## src/rtl/wq_pkg.sv

```systemverilog
package wq_pkg;

  localparam int REG_W       = 32;
  localparam int ERR_LSB     = 24;
  localparam int ERR_W       = 7;
  localparam int ALIGN_BITS  = 6;

  typedef enum logic [1:0] {
    OP_HOLD   = 2'd0,
    OP_LOAD   = 2'd1,
    OP_STEP   = 2'd2,
    OP_REJECT = 2'd3
  } ptr_op_e;

  // Mask covering index plus wrap flag for a ring of 2**l slots.
  function automatic logic [31:0] span_mask(input logic [7:0] l);
    return (32'd2 << l) - 32'd1;
  endfunction

endpackage

```

## src/rtl/wq_size_latch.sv

```systemverilog
module wq_size_latch #(
  parameter int MAX_LOG2 = 8,
  parameter int LOG2_W   = $clog2(MAX_LOG2 + 1)
) (
  input  logic              clk,
  input  logic              rst,
  input  logic              q_en,
  input  logic [LOG2_W-1:0] log2_in,
  output logic [LOG2_W-1:0] l_nxt
);
  localparam logic [LOG2_W-1:0] L_CAP = LOG2_W'(MAX_LOG2);

  logic [LOG2_W-1:0] l_q;

  always_comb begin
    if (q_en)                 l_nxt = l_q;
    else if (log2_in > L_CAP) l_nxt = L_CAP;
    else                      l_nxt = log2_in;
  end

  always_ff @(posedge clk) begin
    if (rst) l_q <= '0;
    else     l_q <= l_nxt;
  end
endmodule

```

## src/rtl/wq_ptr_step.sv

```systemverilog
module wq_ptr_step
  import wq_pkg::*;
#(
  parameter int PTR_W  = 9,
  parameter int LOG2_W = 4
) (
  input  logic [PTR_W-1:0]  ptr_q,
  input  logic [LOG2_W-1:0] l,
  input  logic              wr,
  input  logic [REG_W-1:0]  wdata,
  input  logic              inc,
  input  logic              blocked,
  output ptr_op_e           op,
  output logic [PTR_W-1:0]  ptr_nxt
);
  logic [31:0]      wim32;
  logic [PTR_W-1:0] wim;
  logic [REG_W-1:0] wmasked;
  logic             unused_bits;

  assign wim32       = span_mask(8'(l));
  assign wim         = wim32[PTR_W-1:0];
  assign wmasked     = wdata & wim32;
  assign unused_bits = ^{wim32[31:PTR_W], wmasked[REG_W-1:PTR_W]};

  always_comb begin
    op      = OP_HOLD;
    ptr_nxt = ptr_q;
    if (wr) begin
      op      = OP_LOAD;
      ptr_nxt = wmasked[PTR_W-1:0];
    end else if (inc) begin
      if (blocked) begin
        op = OP_REJECT;
      end else begin
        op      = OP_STEP;
        ptr_nxt = (ptr_q + PTR_W'(1)) & wim;
      end
    end
  end
endmodule

```

## src/rtl/wq_slot_addr.sv

```systemverilog
module wq_slot_addr
  import wq_pkg::*;
#(
  parameter int PTR_W       = 9,
  parameter int LOG2_W      = 4,
  parameter int ADDR_W      = 48,
  parameter int ENTRY_BYTES = 16
) (
  input  logic              clk,
  input  logic              rst,
  input  logic [PTR_W-1:0]  ptr_nxt,
  input  logic [LOG2_W-1:0] l_nxt,
  input  logic [ADDR_W-1:0] base,
  output logic [ADDR_W-1:0] addr_q
);
  localparam int ENTRY_SHIFT = $clog2(ENTRY_BYTES);
  localparam logic [ADDR_W-1:0] ALIGN_MASK = ~ADDR_W'((1 << ALIGN_BITS) - 1);

  logic [31:0]       wim32;
  logic [PTR_W-1:0]  idx;
  logic [ADDR_W-1:0] offset;
  logic              unused_bits;

  assign wim32       = span_mask(8'(l_nxt));
  assign idx         = ptr_nxt & (wim32[PTR_W-1:0] >> 1);
  assign offset      = ADDR_W'(idx) << ENTRY_SHIFT;
  assign unused_bits = ^wim32[31:PTR_W];

  always_ff @(posedge clk) begin
    if (rst) addr_q <= '0;
    else     addr_q <= (base & ALIGN_MASK) + offset;
  end
endmodule

```

## src/rtl/wq_ring_ptrs.sv

```systemverilog
module wq_ring_ptrs
  import wq_pkg::*;
#(
  parameter int MAX_LOG2    = 8,   // at most 23 so the position fits below the error code
  parameter int ADDR_W      = 48,
  parameter int ENTRY_BYTES = 16,
  parameter int LOG2_W      = $clog2(MAX_LOG2 + 1)
) (
  input  logic              clk,
  input  logic              rst,
  input  logic              q_en,
  input  logic [LOG2_W-1:0] log2_size,
  input  logic [ADDR_W-1:0] base_addr,
  input  logic              prod_wr,
  input  logic [31:0]       prod_wdata,
  input  logic              cons_wr,
  input  logic [31:0]       cons_wdata,
  input  logic              prod_inc,
  input  logic              cons_inc,
  output logic [31:0]       prod_reg,
  output logic [31:0]       cons_reg,
  output logic              q_full,
  output logic              q_empty,
  output logic [ADDR_W-1:0] prod_slot,
  output logic [ADDR_W-1:0] cons_slot,
  output logic              proto_err
);
  localparam int PTR_W = MAX_LOG2 + 1;
  localparam int NPTR  = 2;  // 0 = producer, 1 = consumer

  logic [LOG2_W-1:0] l_nxt;
  logic [PTR_W-1:0]  ptr_q   [NPTR];
  logic [PTR_W-1:0]  ptr_nxt [NPTR];
  logic [ADDR_W-1:0] slot_q  [NPTR];
  ptr_op_e           op      [NPTR];
  logic              wr_v    [NPTR];
  logic              inc_v   [NPTR];
  logic              blk_v   [NPTR];
  logic [REG_W-1:0]  wd_v    [NPTR];

  logic [ERR_W-1:0]  err_q, err_nxt;
  logic              full_q, empty_q, proto_q;
  logic              full_nxt, empty_nxt, proto_nxt;
  logic [31:0]       wim32;
  logic [PTR_W-1:0]  diff, wrap_bit;
  logic              unused_bits;

  wq_size_latch #(.MAX_LOG2(MAX_LOG2), .LOG2_W(LOG2_W)) size_i (
    .clk(clk), .rst(rst), .q_en(q_en), .log2_in(log2_size), .l_nxt(l_nxt)
  );

  assign wr_v[0]  = prod_wr;     assign wr_v[1]  = cons_wr;
  assign inc_v[0] = prod_inc;    assign inc_v[1] = cons_inc;
  assign blk_v[0] = full_q;      assign blk_v[1] = empty_q;
  assign wd_v[0]  = prod_wdata;  assign wd_v[1]  = cons_wdata;

  for (genvar g = 0; g < NPTR; g++) begin : g_ptr
    wq_ptr_step #(.PTR_W(PTR_W), .LOG2_W(LOG2_W)) step_i (
      .ptr_q(ptr_q[g]), .l(l_nxt), .wr(wr_v[g]), .wdata(wd_v[g]),
      .inc(inc_v[g]), .blocked(blk_v[g]), .op(op[g]), .ptr_nxt(ptr_nxt[g])
    );

    wq_slot_addr #(.PTR_W(PTR_W), .LOG2_W(LOG2_W), .ADDR_W(ADDR_W),
                   .ENTRY_BYTES(ENTRY_BYTES)) addr_i (
      .clk(clk), .rst(rst), .ptr_nxt(ptr_nxt[g]), .l_nxt(l_nxt),
      .base(base_addr), .addr_q(slot_q[g])
    );

    always_ff @(posedge clk) begin
      if (rst) ptr_q[g] <= '0;
      else     ptr_q[g] <= ptr_nxt[g];
    end
  end

  // Flags judged on the next-state positions so they line up with the registers.
  assign wim32     = span_mask(8'(l_nxt));
  assign diff      = (ptr_nxt[0] ^ ptr_nxt[1]) & wim32[PTR_W-1:0];
  assign wrap_bit  = wim32[PTR_W-1:0] ^ (wim32[PTR_W-1:0] >> 1);
  assign empty_nxt = (diff == '0);
  assign full_nxt  = (diff == wrap_bit);
  assign proto_nxt = (op[0] == OP_REJECT) || (op[1] == OP_REJECT);
  assign err_nxt   = cons_wr ? cons_wdata[ERR_LSB +: ERR_W] : err_q;

  assign unused_bits = ^wim32[31:PTR_W];

  always_ff @(posedge clk) begin
    if (rst) begin
      err_q   <= '0;
      full_q  <= 1'b0;
      empty_q <= 1'b1;
      proto_q <= 1'b0;
    end else begin
      err_q   <= err_nxt;
      full_q  <= full_nxt;
      empty_q <= empty_nxt;
      proto_q <= proto_nxt;
    end
  end

  assign prod_reg  = {{(REG_W - PTR_W){1'b0}}, ptr_q[0]};
  assign cons_reg  = {1'b0, err_q, {(ERR_LSB - PTR_W){1'b0}}, ptr_q[1]};
  assign q_full    = full_q;
  assign q_empty   = empty_q;
  assign proto_err = proto_q;
  assign prod_slot = slot_q[0];
  assign cons_slot = slot_q[1];
endmodule

```

## config.mk

```make
export PLATFORM = sky130hd
export DESIGN_NAME = wq_ring_ptrs
export DESIGN_NICKNAME = d
export VERILOG_FILES = /design/src/rtl/wq_pkg.sv /design/src/rtl/wq_size_latch.sv /design/src/rtl/wq_ptr_step.sv /design/src/rtl/wq_slot_addr.sv /design/src/rtl/wq_ring_ptrs.sv
export SDC_FILE = /design/constraint.sdc
export NUM_CORES = 1
export LEC_CHECK = 0
export ABC_AREA = 1
export BUFFER_PORTS_ARGS = -buffer_cell sky130_fd_sc_hd__buf_2
export CORE_UTILIZATION = 51
export DETAILED_ROUTE_END_ITERATION = 7
export GPL_ROUTABILITY_DRIVEN = 0
export GPL_TIMING_DRIVEN = 1
export PLACE_DENSITY = 0.83
export SETUP_SLACK_MARGIN = 0.2
export SLEW_MARGIN = 20
export SYNTH_ARGS = -nofsm -noshare
export SYNTH_HDL_FRONTEND = slang
export SYNTH_SLANG_ARGS = --single-unit
```

## constraint.sdc

```tcl
create_clock -name clk -period 8.8 [get_ports clk]
set_input_delay 0.88 -clock clk [delete_from_list [all_inputs] [get_ports clk]]
set_output_delay 0.88 -clock clk [all_outputs]
set_load 0.03 [all_outputs]
```

==> impl_metrics.ini, run 1 <==
[outcome]
status = completed

[clock_tree]
cts_hold_buf = 0
cts_setup_buffers = 0
cts_buffers = 17
clk-insertion-delay-late_ps = 420
cts.clk_slew.worst_paths_ps = 60
clock_sinks = 120
clockBufferDepth = 2
cts-root-buf = clkbuf_16
cts_tree = yes
htreeDepth = 4
ctsResizeCount = 0

[cells_and_area]
fin_area_um2 = 8520
fillers = 1168
syn_to_final_growth_pct = 21.6
utilization_pct = 64.1
final_nets = 1387
final_layout_size_suffix_gt1_share_pct = 22.0
diodes = 0

[yosys]
synth_top_family_by_area = simple AND/OR/NAND/NOR gates
synthTopCellsByArea = dfxtp_1, nand2_1, nor2_1, inv_1, nand3_1
synth.largest_area_cell = dfxtp_1
yosysMostFrequentCell = nand2_1
ys_ff_latch = 120
yosysSeqAreaShare_pct = 34.3
ys_warn_count = 0
async_flop_share_pct = 0
synth_compound_gate_area_share_pct = 12.3
synthSimpleGateAreaFrac_pct = 34.5
synth_edf_count = 0
synth_ff_type = dfxtp_1
synth_top_area_share_pct = 34.3
syn_inst = 1056
ys_top_cells_by_count = nand2_1, nor2_1, dfxtp_1
synthDistinctLibCells = 39
avgSynthCellArea_um2 = 6.63
synth_xor_area_share_pct = 2.38
synthAdderAreaFrac_pct = 3.25
synthMuxAreaShare_pct = 0
syn_area_um2 = 7010

[power_and_ir_drop]
power_frac_comb_pct = 22.3
power.share.switching_pct = 33.8
switchingPower_mw = 0.562
p_clk_share_pct = 41.9
seqPwrFrac_pct = 35.8
power_per_cell_area_nw_per_um2 = 195
peakVddDrop_mv = 0.126
p_int_mw = 1.10
cellLeakagePower_nw = 4.32

[timing]
timing.slew.headroom_pct = 42.0
setup-tns-final_ps = 0
tightest_slew_ps = 866
final-setup-viol-count = 0
holdWs_ps = 505
fin_skew_ps = 5.09
finalWorstSetupSlack_ps = 3840
finalCritPeriodShare_pct = 56.3
hold_viol = 0
fmaxAchievable_mhz = 202
drv_slew = 0
period_minus_slack_ps = 4960
rsz0062_at_grt = no

[routing]
dr.pass1.iters = 6
vias = 7583
wl_per_cell_um = 14.5
via_per_inst = 5.28
wl_um = 20900
first_iter_violations = 764
drcViolationCount = 0
antenna_left = 0

[floorplan]
num_rows = 42
core_region_area_um2 = 13300
die_w_um = 119
fp.dieArea_um2 = 14200
fp.dieH_um = 119
ios = 286
initial_core_util_pct = 52.7

[setup_path]
rrSetupSlack_ps = 4180
critPathKind = in2reg
r2r_start = size_i.l_q[2]$_SDFF_PP0_
worstSetupStartpointType = input port
slowest_stage = nor3_1
end_kind = register
path_buf_inv = 5
reg2reg_depth = 24
cp_slowest_stage_delay_ps = 470
path_max_fanout = 8
rr_endpoint = g_ptr[0].addr_i.addr_q[42]$_SDFF_PP0_
cp_top_family = simple AND/OR/NAND/NOR gates
arrival_ps = 5240
worstPathRequired_ps = 9090

[place]
placed_area_um2 = 7930
hpwl_um = 15800
pre_cts_slack_ps = 3530
port_buffers = 193

[min_path]
holdPathEnd = err_q[3]$_SDFFE_PP0P_
whs_path_depth = 2
min_from = err_q[3]$_SDFFE_PP0P_
hold_path_class = reg2reg

[global_routing]
antenna_found_initial = 0
grt_use_total_pct = 29.7
grt_max_degree = 69
first_global_vias = 6913
grt_pass1_wl_um = 32800
grt.overflow.total = 0

[run]
drv_cap = 0
-- per-layer routing --
metal	part of all wire [%]	vias up	wire length, um	track usage (%)
met5	0	-	0	0
met4	5.1	0	1060	19.1
met3	9.5	85	1980	7.85
met2	46	410	9550	47.6
met1	40	3391	8290	34.9
li1	-	3697	-	-
-- cell usage in the layout, fill, tap and decap left out, types with 4 or more instances in the layout --
master     count
nand2_1      223
clkbuf_16     17
nand2_2       21
nor3_1        31
xor2_1        18
nand4_1       18
o21ai_1        4
o21ai_0       58
nor4_1         7
inv_6          4
ha_1          15
inv_2          8
a21oi_1       69
dfxtp_1      120
clkinv_4       4
o21a_1        10
nand3_1       77
nor2_2         4
inv_1        117
nand2_4        4
nor2_1       153
conb_1        47
buf_2        193
-- area by class of cell --
| class | instances | area (um^2) | share of cell area, % |
|---|---|---|---|
| multi-input combinational | 786 | 3840 | 45.1 |
| sequential | 120 | 2400 | 28.2 |
| tap | 176 | 220 | 2.58 |
| inverter | 127 | 477 | 5.60 |
| timing repair buffer | 195 | 981 | 11.5 |
| clock buffer | 17 | 425 | 4.99 |
| clock inverter | 15 | 169 | 1.98 |
-- logic make-up (layout without fill, tap and decap cells) --
logic type / count (synthesis) / after routing
compound gates: 156 / 156
buf+inv: 196 / 354
flops: 120 / 120
fa+ha+maj: 17 / 17
simple gates: 547 / 547
xor+xnor: 19 / 19
other cells: 1 / 47
-- registers in the layout, summed over array words and instances, names as in the netlist --
register and count:
size_i.l_q 4, q_full 1, proto_err 1, q_empty 1, err_q 7, g_ptr.addr_i.addr_q 88, ptr_q 18
-- power by group through the flow --
stage / sequential (mW) / clock [mW] / combinational, mW
finish: 0.596 / 0.697 / 0.372
global placement: 0.607 / 0 / 0.360
detailed placement: 0.607 / 0 / 0.365
CTS: 0.596 / 0.703 / 0.368
global route: 0.599 / 0.728 / 0.404
floorplan: 0.675 / 0 / 0.206
-- worst max-delay path by stage --
stage | start | to | slack, ps | cells past startpoint
5_1_grt | q_en | g_ptr[0].addr_i.addr_q[26]$_SDFF_PP0_ | 3470 | 25
3_3_place_gp | q_en | g_ptr[0].addr_i.addr_q[42]$_SDFF_PP0_ | 3650 | 25
4_1_cts | q_en | g_ptr[1].addr_i.addr_q[42]$_SDFF_PP0_ | 3920 | 27
6_report | q_en | g_ptr[0].addr_i.addr_q[42]$_SDFF_PP0_ | 3840 | 25
3_5_place_dp | q_en | g_ptr[0].addr_i.addr_q[42]$_SDFF_PP0_ | 3530 | 25
2_1_floorplan | q_en | g_ptr[0].addr_i.addr_q[42]$_SDFF_PP0_ | 4710 | 22
-- metrics by stage --
stage,total power [mW],instances
finish,1.67,1436
global route,1.73,1436
CTS,1.67,1436
detailed placement,0.971,1404
global placement,0.967,1404
floorplan,0.882,1102
-- worst reg2reg max path, stage by stage, from the launching register on --
cell and delay (ps):
dfxtp_1 300, nand2_2 110, inv_1 80, a21oi_4 270, nand3_4 190, ha_1 410, inv_1 220, nand2_1 70
nand2_1 50, o21ai_0 100, inv_1 70, nand2_1 100, nor2_1 120, ha_1 200, fa_1 220, nand3_1 90
nand2_1 120, a21o_1 130, a21oi_1 180, nor3_1 470, inv_1 140, nor2_1 420, nand3_1 170, xor2_1 190
nor2_1 50
Note: power is estimated with default switching activity, not from simulation.
==> inputs of run 2 (changes only) <==
--- a/config.mk
+++ b/config.mk
@@ -7,11 +7,11 @@
 export LEC_CHECK = 0
 export ABC_AREA = 1
 export BUFFER_PORTS_ARGS = -buffer_cell sky130_fd_sc_hd__buf_2
-export CORE_UTILIZATION = 51
+export CORE_UTILIZATION = 49
 export DETAILED_ROUTE_END_ITERATION = 7
 export GPL_ROUTABILITY_DRIVEN = 0
 export GPL_TIMING_DRIVEN = 1
-export PLACE_DENSITY = 0.83
+export PLACE_DENSITY = 0.8
 export SETUP_SLACK_MARGIN = 0.2
 export SLEW_MARGIN = 20
 export SYNTH_ARGS = -nofsm -noshare
==> constraint.sdc (replaced) <==
create_clock -name clk -period 4.9 [get_ports clk]
set_input_delay 0.49 -clock clk [delete_from_list [all_inputs] [get_ports clk]]
set_output_delay 0.49 -clock clk [all_outputs]
set_load 0.03 [all_outputs]
==> run 2 against run 1 <==
Wire length rose by 1.5%. Total power up 77%. Combinational power grew 81%. Final area hardly changed. Final cell count rose by 0.21%. First-iteration DRC count shrank 20%. Clock power up 72%. Utilization shrank 2.9 points. Critical path depth shrank 3. Global-route usage fell by 0.59 points. Largest power group unchanged.
==> impl_metrics.ini, run 2 (synthesis results as in run 1) <==
[outcome]
status = completed

[power_and_ir_drop]
p_clk_share_pct = 40.7
finalPower_mw = 2.94
switchingPower_mw = 0.957
power_frac_comb_pct = 22.9
p_int_mw = 1.99
peakVddDrop_mv = 0.211
seqPwrFrac_pct = 36.4
cellLeakagePower_nw = 4.31
power_per_cell_area_nw_per_um2 = 346
power.share.switching_pct = 32.5

[timing]
final-setup-viol-count = 0
setup-tns-final_ps = 0
finalCritPeriodShare_pct = 87.2
drv_slew = 0
holdWs_ps = 295
fmaxAchievable_mhz = 234
fin_skew_ps = 8.09
period_minus_slack_ps = 4270
rsz0062_at_grt = no
timing.slew.headroom_pct = 46.1
hold_viol = 0
finalWorstSetupSlack_ps = 629
tightest_slew_ps = 805

[clock_tree]
clk-insertion-delay-late_ps = 420
cts_buffers = 17
clockBufferDepth = 2
clock_sinks = 120
cts-root-buf = clkbuf_16
cts.clk_slew.worst_paths_ps = 50
cts_tree = yes
htreeDepth = 4

[setup_path]
r2r_start = size_i.l_q[2]$_SDFF_PP0_
end_kind = register
reg2reg_depth = 22
path_max_fanout = 7
critPathLaunch = size_i.l_q[2]$_SDFF_PP0_
worstSetupStartpointType = register
worstPathRequired_ps = 5210
arrival_ps = 4580
rrSetupSlack_ps = 630
critPathKind = reg2reg
rr_endpoint = g_ptr[0].addr_i.addr_q[46]$_SDFF_PP0_

[cells_and_area]
final_cell_mix = nand2_1, buf_2, nor2_1
reg.largest.list = g_ptr.addr_i.addr_q (88), ptr_q (18), err_q (7)
final_nets = 1390
fin_area_um2 = 8520
diodes = 0
syn_to_final_growth_pct = 21.6
register_area_um2 = 2400
finalNonFillerCells = 1439
utilization_pct = 61.1
fillers = 1297
regMostFlops = g_ptr.addr_i.addr_q
largest_reg_flops = 88
layout_commonest_cell = nand2_1
multi_input_area_um2 = 3850
final_layout_size_suffix_gt1_share_pct = 22.0

[place]
hpwl_um = 15900
placed_area_um2 = 7950
pre_cts_slack_ps = 305
dp.cells = 1411
port_buffers = 193

[floorplan]
ios = 286
core_region_area_um2 = 13900
num_rows = 43
die_w_um = 122
fp.dieH_um = 122
fp.dieArea_um2 = 14800
initial_core_util_pct = 50.3

[routing]
drcViolationCount = 0
wl_per_cell_um = 14.7
vias = 7522
first_iter_violations = 609
via_per_inst = 5.23
dr.pass1.iters = 6
antenna_left = 0
wl_um = 21200

[global_routing]
grt_max_degree = 69
grt_pass1_wl_um = 32900
grt.overflow.total = 0
first_global_vias = 6826
grt_use_total_pct = 29.1
antenna_found_initial = 0

[min_path]
holdPathEnd = err_q[4]$_SDFFE_PP0P_
whs_path_depth = 3
hold_path_class = in2reg
min_from = cons_wdata[28]

[run]
drv_cap = 0
run 2: cell type report:
type | instances | area share, %
repair buffers | 198 | 11.8
flip-flops and latches | 120 | 28.2
clock inverters | 8 | 1.19
clock buffers | 20 | 5.36
well taps | 180 | 2.64
inverters | 127 | 5.60
multi-input cells | 786 | 45.2
run 2: worst max-delay path, cell delays in order, from the launching register on:
cell     delay (ps)
dfxtp_1         300
nand2_2         110
inv_1            80
a21oi_4         270
nand4_1         180
ha_1            390
inv_1           140
o21ai_0         260
inv_1            70
nand2_1         130
nor2_1           70
ha_1            210
fa_1            400
nand3_1         100
nand2_1          90
a21o_1          160
a21oi_1         460
nor2_1          120
nand2_1         190
nor2_1          120
nand2_1          90
a21oi_1          60
o21a_1          150
run 2: layer usage:
| layer | wire, um | GRT usage [%] | vias to the layer above |
|---|---|---|---|
| met5 | 0 | 0 | - |
| met4 | 1210 | 18.6 | 0 |
| met3 | 1860 | 6.84 | 98 |
| met2 | 9550 | 46.3 | 419 |
| met1 | 8560 | 35.2 | 3321 |
| li1 | - | - | 3684 |
run 2: worst max-delay path by stage:
stage / to / slack [ps]
finish: g_ptr[0].addr_i.addr_q[46]$_SDFF_PP0_ / 630
global route: g_ptr[0].addr_i.addr_q[46]$_SDFF_PP0_ / 230
CTS: g_ptr[0].addr_i.addr_q[42]$_SDFF_PP0_ / 620
detailed placement: g_ptr[0].addr_i.addr_q[34]$_SDFF_PP0_ / 300
global placement: g_ptr[0].addr_i.addr_q[42]$_SDFF_PP0_ / 360
floorplan: g_ptr[0].addr_i.addr_q[42]$_SDFF_PP0_ / 1200
run 2: repair_timing:
item | CTS | global route
endpoints found under the setup margin | 0 | 5
gates resized for setup | 0 | 3
buffers inserted | 0 | 0
hold buffers | 0 | 0
run 2: power by group through the flow:
stage | Combinational (mW) | Clock, mW | Sequential [mW]
after floorplan | 0.371 | 0 | 1.21
after global routing | 0.739 | 1.26 | 1.08
after global placement | 0.650 | 0 | 1.09
after detailed placement | 0.658 | 0 | 1.09
final | 0.674 | 1.20 | 1.07
after CTS | 0.665 | 1.21 | 1.07
